### config.mk
export PLATFORM = sky130hd
export DESIGN_NAME = tone_echo_source
export DESIGN_NICKNAME = d
export VERILOG_FILES = /design/src/rtl/tes_pkg.sv /design/src/rtl/tes_control.sv /design/src/rtl/tes_datapath.sv /design/src/rtl/tone_echo_source.sv
export SDC_FILE = /design/constraint.sdc
export NUM_CORES = 1
export LEC_CHECK = 0
export CORE_MARGIN = 10
export CORE_UTILIZATION = 43
export DETAILED_ROUTE_END_ITERATION = 10
export GPL_TIMING_DRIVEN = 0
export PLACE_DENSITY = 0.78
export SLEW_MARGIN = 0
export SYNTH_ARGS = -nofsm -noshare
export SYNTH_HDL_FRONTEND = slang
export SYNTH_SLANG_ARGS = --single-unit
### constraint.sdc
create_clock -name clk -period 3.22 [get_ports clk]
set_input_delay 0.644 -clock clk [delete_from_list [all_inputs] [get_ports clk]]
set_output_delay 0.644 -clock clk [all_outputs]
set_load 0.01 [all_outputs]
### src/rtl/tes_pkg.sv
package tes_pkg;

  // Strobes passed from the control block to the datapath each cycle.
  typedef struct packed {
    logic sample;    // a received word is consumed this cycle
    logic tone;      // the outgoing word comes from the sine table
    logic advance;   // the table index moves this cycle
    logic loadStep;  // the mode select toggled: capture a new stride
  } ctrlStb_t;

  localparam int unsigned TONE_POINTS = 8;

  // Table entries at -3 dB re full scale; every entry is even.
  function automatic logic signed [15:0] toneEntry(input logic [2:0] k);
    logic signed [15:0] v;
    case (k)
      3'd0:    v = 16'sd0;
      3'd1:    v = 16'sd16384;
      3'd2:    v = 16'sd23170;
      3'd3:    v = 16'sd16384;
      3'd4:    v = 16'sd0;
      3'd5:    v = -16'sd16384;
      3'd6:    v = -16'sd23170;
      default: v = -16'sd16384;
    endcase
    return v;
  endfunction

endpackage

### src/rtl/tes_control.sv
module tes_control
  import tes_pkg::*;
(
  input  logic     clk,
  input  logic     rstN,
  input  logic     rxValid,
  input  logic     toneMode,
  output ctrlStb_t stb,
  output logic     txValid
);

  logic modePrev;
  logic txValidQ;

  always_comb begin
    stb.sample   = rxValid;
    stb.tone     = toneMode;
    stb.advance  = rxValid & toneMode;
    stb.loadStep = toneMode ^ modePrev;
  end

  always_ff @(posedge clk) begin
    if (!rstN) begin
      modePrev <= 1'b0;
      txValidQ <= 1'b0;
    end else begin
      modePrev <= toneMode;
      txValidQ <= rxValid;
    end
  end

  assign txValid = txValidQ;

  AST_NO_ADVANCE_IN_ECHO: assert property (@(posedge clk) disable iff (!rstN)
    !toneMode |-> !stb.advance);

endmodule

### src/rtl/tes_datapath.sv
module tes_datapath
  import tes_pkg::*;
#(
  parameter int unsigned DATA_W = 16,
  parameter int unsigned STEP_W = 3
) (
  input  logic              clk,
  input  logic              rstN,
  input  ctrlStb_t          stb,
  input  logic [DATA_W-1:0] rxData,
  input  logic [STEP_W-1:0] stepIn,
  output logic [DATA_W-1:0] txData
);

  localparam int unsigned IDX_W = $clog2(TONE_POINTS);
  localparam int unsigned SUM_W = IDX_W + 1;

  logic [STEP_W-1:0] stepQ;
  logic [STEP_W-1:0] stepEff;
  logic [IDX_W-1:0]  idxQ;
  logic [IDX_W-1:0]  idxNext;
  logic [SUM_W-1:0]  idxSum;
  logic [DATA_W-1:0] rxMasked;
  logic [DATA_W-1:0] toneWord;
  logic [DATA_W-1:0] outNext;
  logic [DATA_W-1:0] txQ;

  // Stride used this cycle: a toggle edge already applies the new one.
  assign stepEff = stb.loadStep ? stepIn : stepQ;

  always_comb begin
    idxSum = SUM_W'(idxQ) + SUM_W'(stepEff);
    if (idxSum >= SUM_W'(TONE_POINTS))
      idxSum = idxSum - SUM_W'(TONE_POINTS);
    idxNext = idxSum[IDX_W-1:0];
  end

  // The request flag in bit 0 is dropped on the way in and on the way out.
  assign rxMasked = {rxData[DATA_W-1:1], 1'b0};
  assign toneWord = {DATA_W'(toneEntry(idxNext)) >> 1, 1'b0} [DATA_W-1:0];
  assign outNext  = stb.tone ? toneWord : rxMasked;

  always_ff @(posedge clk) begin
    if (!rstN) begin
      stepQ <= STEP_W'(1);
      idxQ  <= '0;
      txQ   <= '0;
    end else begin
      if (stb.loadStep) stepQ <= stepIn;
      if (stb.advance)  idxQ  <= idxNext;
      if (stb.sample)   txQ   <= outNext;
    end
  end

  assign txData = txQ;

  AST_STEP_KEPT: assert property (@(posedge clk) disable iff (!rstN)
    !stb.loadStep |=> $stable(stepQ));
  AST_IDX_FROZEN: assert property (@(posedge clk) disable iff (!rstN)
    !stb.advance |=> $stable(idxQ));
  AST_IDX_MOVES_BY_STRIDE: assert property (@(posedge clk) disable iff (!rstN)
    stb.advance |=> (idxQ == IDX_W'($past(idxQ) + $past(stepEff))));

endmodule

### src/rtl/tone_echo_source.sv
module tone_echo_source
  import tes_pkg::*;
#(
  parameter int unsigned DATA_W = 16,
  parameter int unsigned STEP_W = 3
) (
  input  logic              clk,
  input  logic              rstN,
  input  logic              rxValid,
  input  logic [DATA_W-1:0] rxData,
  input  logic              toneMode,
  input  logic [STEP_W-1:0] stepIn,
  output logic              txValid,
  output logic [DATA_W-1:0] txData
);

  ctrlStb_t stb;

  tes_control i_control (
    .clk      (clk),
    .rstN     (rstN),
    .rxValid  (rxValid),
    .toneMode (toneMode),
    .stb      (stb),
    .txValid  (txValid)
  );

  tes_datapath #(.DATA_W(DATA_W), .STEP_W(STEP_W)) i_datapath (
    .clk    (clk),
    .rstN   (rstN),
    .stb    (stb),
    .rxData (rxData),
    .stepIn (stepIn),
    .txData (txData)
  );

  AST_VALID_AFTER_STROBE: assert property (@(posedge clk) disable iff (!rstN)
    rxValid |=> txValid);
  AST_NO_SPURIOUS_VALID: assert property (@(posedge clk) disable iff (!rstN)
    !rxValid |=> !txValid);
  AST_LSB_ZERO: assert property (@(posedge clk) disable iff (!rstN)
    txValid |-> (txData[0] == 1'b0));
  AST_ECHO_DATA: assert property (@(posedge clk) disable iff (!rstN)
    (rxValid && !toneMode) |=> (txData[DATA_W-1:1] == $past(rxData[DATA_W-1:1])));
  AST_DATA_HOLD: assert property (@(posedge clk) disable iff (!rstN)
    !rxValid |=> $stable(txData));

endmodule

==> qor.yml <==
initial_core_util_pct: 46.51
relSlewSlack_pct: 65.03
clock-root-buffer: "clkbuf_4"
critPathRequiredTime_ps: 3480
gp_congestion: 0.8502
yosysWarnings: 0
hold_start: "i_datapath.idxQ[0]$_SDFFE_PN0P_"
netlist_area_sq_mm: 0.001059
netlist.area_leader.share_pct: 43.50
place_hpwl_mm: 2.230
ys_seq_area_share_pct: 43.50
cts.htree.levels: 1
grt_usage_pct: 11.83
fmax_mhz: 331.5
die_w_um: 69.62
grt_pass1_wl_mm: 4.809
io_pins: 40
final_common_cell: "clkdlybuf4s50_1"
cp-start-kind: "input port"
die_area_sq_mm: 0.004846
path_class: "in -> reg"
synth_top_cells_by_area: "dfxtp_1 (43%), nand2b_1 (8.9%), a31oi_1 (7.7%), o21ai_0 (7.1%), mux2i_1 (3.8%)"
crit_fanout: 8
crit-reg2reg-launch: "i_control.modePrev$_SDFF_PN0_"
layout_setup_ws_ps: 203.0
vias: 1000
post_cts_buffers: 0
drive_above_1_share_pct: 8.333
fin_util_pct: 64.87
rrSetupSlack_ps: 290
via_per_inst: 5.435
grt_max_degree: 14
r2r_end: "i_datapath.txData[6]$_SDFFE_PN0P_"
period_needed_ps: 3017
clkSinkCount: 23
synth_nets: 141
hold_depth: 2
grt_setup_unrepaired: "no"
fin_skew_ps: 1.457
clk_latency_ps: 320
power_density_mw_per_mm2: 417.1
drt_iter0_drc: 38
port_buffers: 36
antenna_found_initial: 0
power.leakage_nw: 0.5431
firstDrtPassIters: 4
syn_inst: 116
place_ws_ps: -591.9
fillers: 192
hold_violations: 0
core_area_sq_mm: 0.002276
multi_input_area_sq_um: 549.3
cts_buffers: 3
synth_area_per_cell_sq_um: 9.125
worst_ep_arrival_time_ps: 3270
diodes: 0
drc_errors: 0
ant_nets: 0
holdPathEnd: "i_datapath.idxQ[0]$_SDFFE_PN0P_"
worstMarginPinSlew_ps: 514.3
overflow: 0
reg2reg_depth: 9
finalSetupViolCount: 0
drv_cap: 0
syn_to_final_growth_pct: 39.48
seq_area_sq_um: 460.4
critPathCaptureType: "flip-flop"
row_count: 17
clockBufferDepth: 2
fin_crit_sh_pct: 93.70
synth-seq-cells: 23
wire_per_inst_um: 15.98
cts_tree: "built"
drv_slew: 0
grt_pass1_vias: 1048
chipHeight_um: 69.62
num-nets-final: 182
hp-class: "reg -> reg"
vdd_ir_drop_max_mv: 0.2921
cts.clk_slew.worst_paths_ps: 130
finalWirelength_mm: 2.940
synth.distinct_cells: 30
final_cell_mix: "clkdlybuf4s50_1 (35), dfxtp_1 (23), nand2b_1 (15), o21ai_0 (15), a31oi_1 (13)"
status: "finished clean"
synth_top_area_cell: "dfxtp_1"
==> worst max-delay path, stage by stage <==
cell	delay (ps)
clkbuf_2	180
xor2_2	260
mux2_2	380
ha_1	180
inv_1	60
fa_1	460
or3b_2	500
nor2_1	190
mux2i_2	190
a31oi_1	220
==> flip-flops by register name, indices dropped and copies added (netlist names) <==
register / cells
i_datapath.txData: 15
i_datapath.idxQ: 3
i_datapath.stepQ: 3
i_control.modePrev: 1
i_control.txValid: 1
==> cell usage after synthesis <==
| cell | n |
|---|---|
| o21ai_0 | 15 |
| nand2b_1 | 15 |
| a21oi_1 | 3 |
| mux2i_2 | 2 |
| ha_1 | 1 |
| xor2_2 | 1 |
| dfxtp_1 | 23 |
| and2_1 | 1 |
| o41ai_1 | 1 |
| nand4_1 | 1 |
| o211ai_1 | 1 |
| nor2b_1 | 1 |
| or3b_2 | 1 |
| fa_1 | 1 |
| mux2i_1 | 4 |
| nand2_1 | 5 |
| or3_1 | 2 |
| inv_1 | 4 |
| xnor2_1 | 3 |
| mux2_2 | 1 |
| clkbuf_1 | 6 |
| buf_4 | 1 |
| nor2_1 | 4 |
| a311oi_1 | 1 |
| a41oi_2 | 1 |
| or2_2 | 1 |
| a31oi_1 | 13 |
| conb_1 | 1 |
| nand3_1 | 1 |
| buf_1 | 1 |
==> stage by stage <==
stage	cells	total power, W	hold WS (ps)	area (sq um)	setup TNS (ps)
after global placement	180	0.0004795	450.7	1454	-6984
after global routing	184	0.0006419	501.6	1476	0
after detailed placement	180	0.0004832	459.1	1454	-7342
after floorplan	116	0.0004066	440.6	1059	0
after CTS	184	0.0006184	476.3	1480	0
final	184	0.0006158	468.9	1476	0
==> final cells by class <==
type                       instances  share of cell area [%]
clock buffer                       3                   1.525
clock inverter                     1                  0.3390
buffer                             8                   2.288
sequential                        23                   31.19
tap                               28                   2.373
inverter                           4                   1.017
multi-input combinational         81                   37.20
timing repair buffer              36                   24.07
==> how the worst max path moves through the flow <==
stage / startpoint / end / slack (ps) / cells past startpoint
2_1_floorplan: toneMode / i_datapath.txData[10]$_SDFFE_PN0P_ / 290 / 9
3_3_place_gp: toneMode / i_datapath.txData[6]$_SDFFE_PN0P_ / -570 / 10
3_5_place_dp: toneMode / i_datapath.txData[8]$_SDFFE_PN0P_ / -590 / 10
4_1_cts: toneMode / i_datapath.txData[8]$_SDFFE_PN0P_ / 10 / 10
5_1_grt: toneMode / i_datapath.txData[8]$_SDFFE_PN0P_ / 20 / 10
6_report: toneMode / i_datapath.txData[6]$_SDFFE_PN0P_ / 200 / 10
==> logic make-up (layout without fill, tap and decap cells) <==
family / count (synthesis) / count (layout) / share of synthesized area (%)
XOR/XNOR: 4 / 4 / 4.020
other: 1 / 1 / 0.3543
buffers and inverters: 12 / 52 / 4.609
AND/OR/NAND/NOR: 32 / 32 / 16.90
adder cells (fa/ha/maj): 2 / 2 / 3.073
AO/OA/AOI/OAI: 35 / 35 / 20.10
multiplexers: 7 / 7 / 7.447
flip-flops: 23 / 23 / 43.50
==> where the power goes <==
| part | switching [W] | total [W] | leakage [nW] | internal (W) |
|---|---|---|---|---|
| registers | 0.0000110 | 0.000317 | 0.190 | 0.000306 |
| logic | 0.0000747 | 0.000160 | 0.335 | 0.0000856 |
| clock network | 0.0000917 | 0.000138 | 0.0177 | 0.0000466 |
| total | 0.000177 | 0.000616 | 0.543 | 0.000438 |
==> timing repair <==
item / in CTS / in global routing
resized for setup: 1 / 2
pin swaps: 1 / 0
hold buffers: 0 / 0
endpoints found under the setup margin: 12 / 12
==> routing by layer <==
layer / global-route usage [%] / share of wire, % / up-vias
met5: 0 / 0 / -
met2: 17.54 / 46 / 37
met4: 4.565 / 1.5 / 0
li1: - / - / 484
met3: 6.847 / 10 / 5
met1: 13.64 / 42 / 474
No activity file was read; power rests on OpenSTA's default activity.
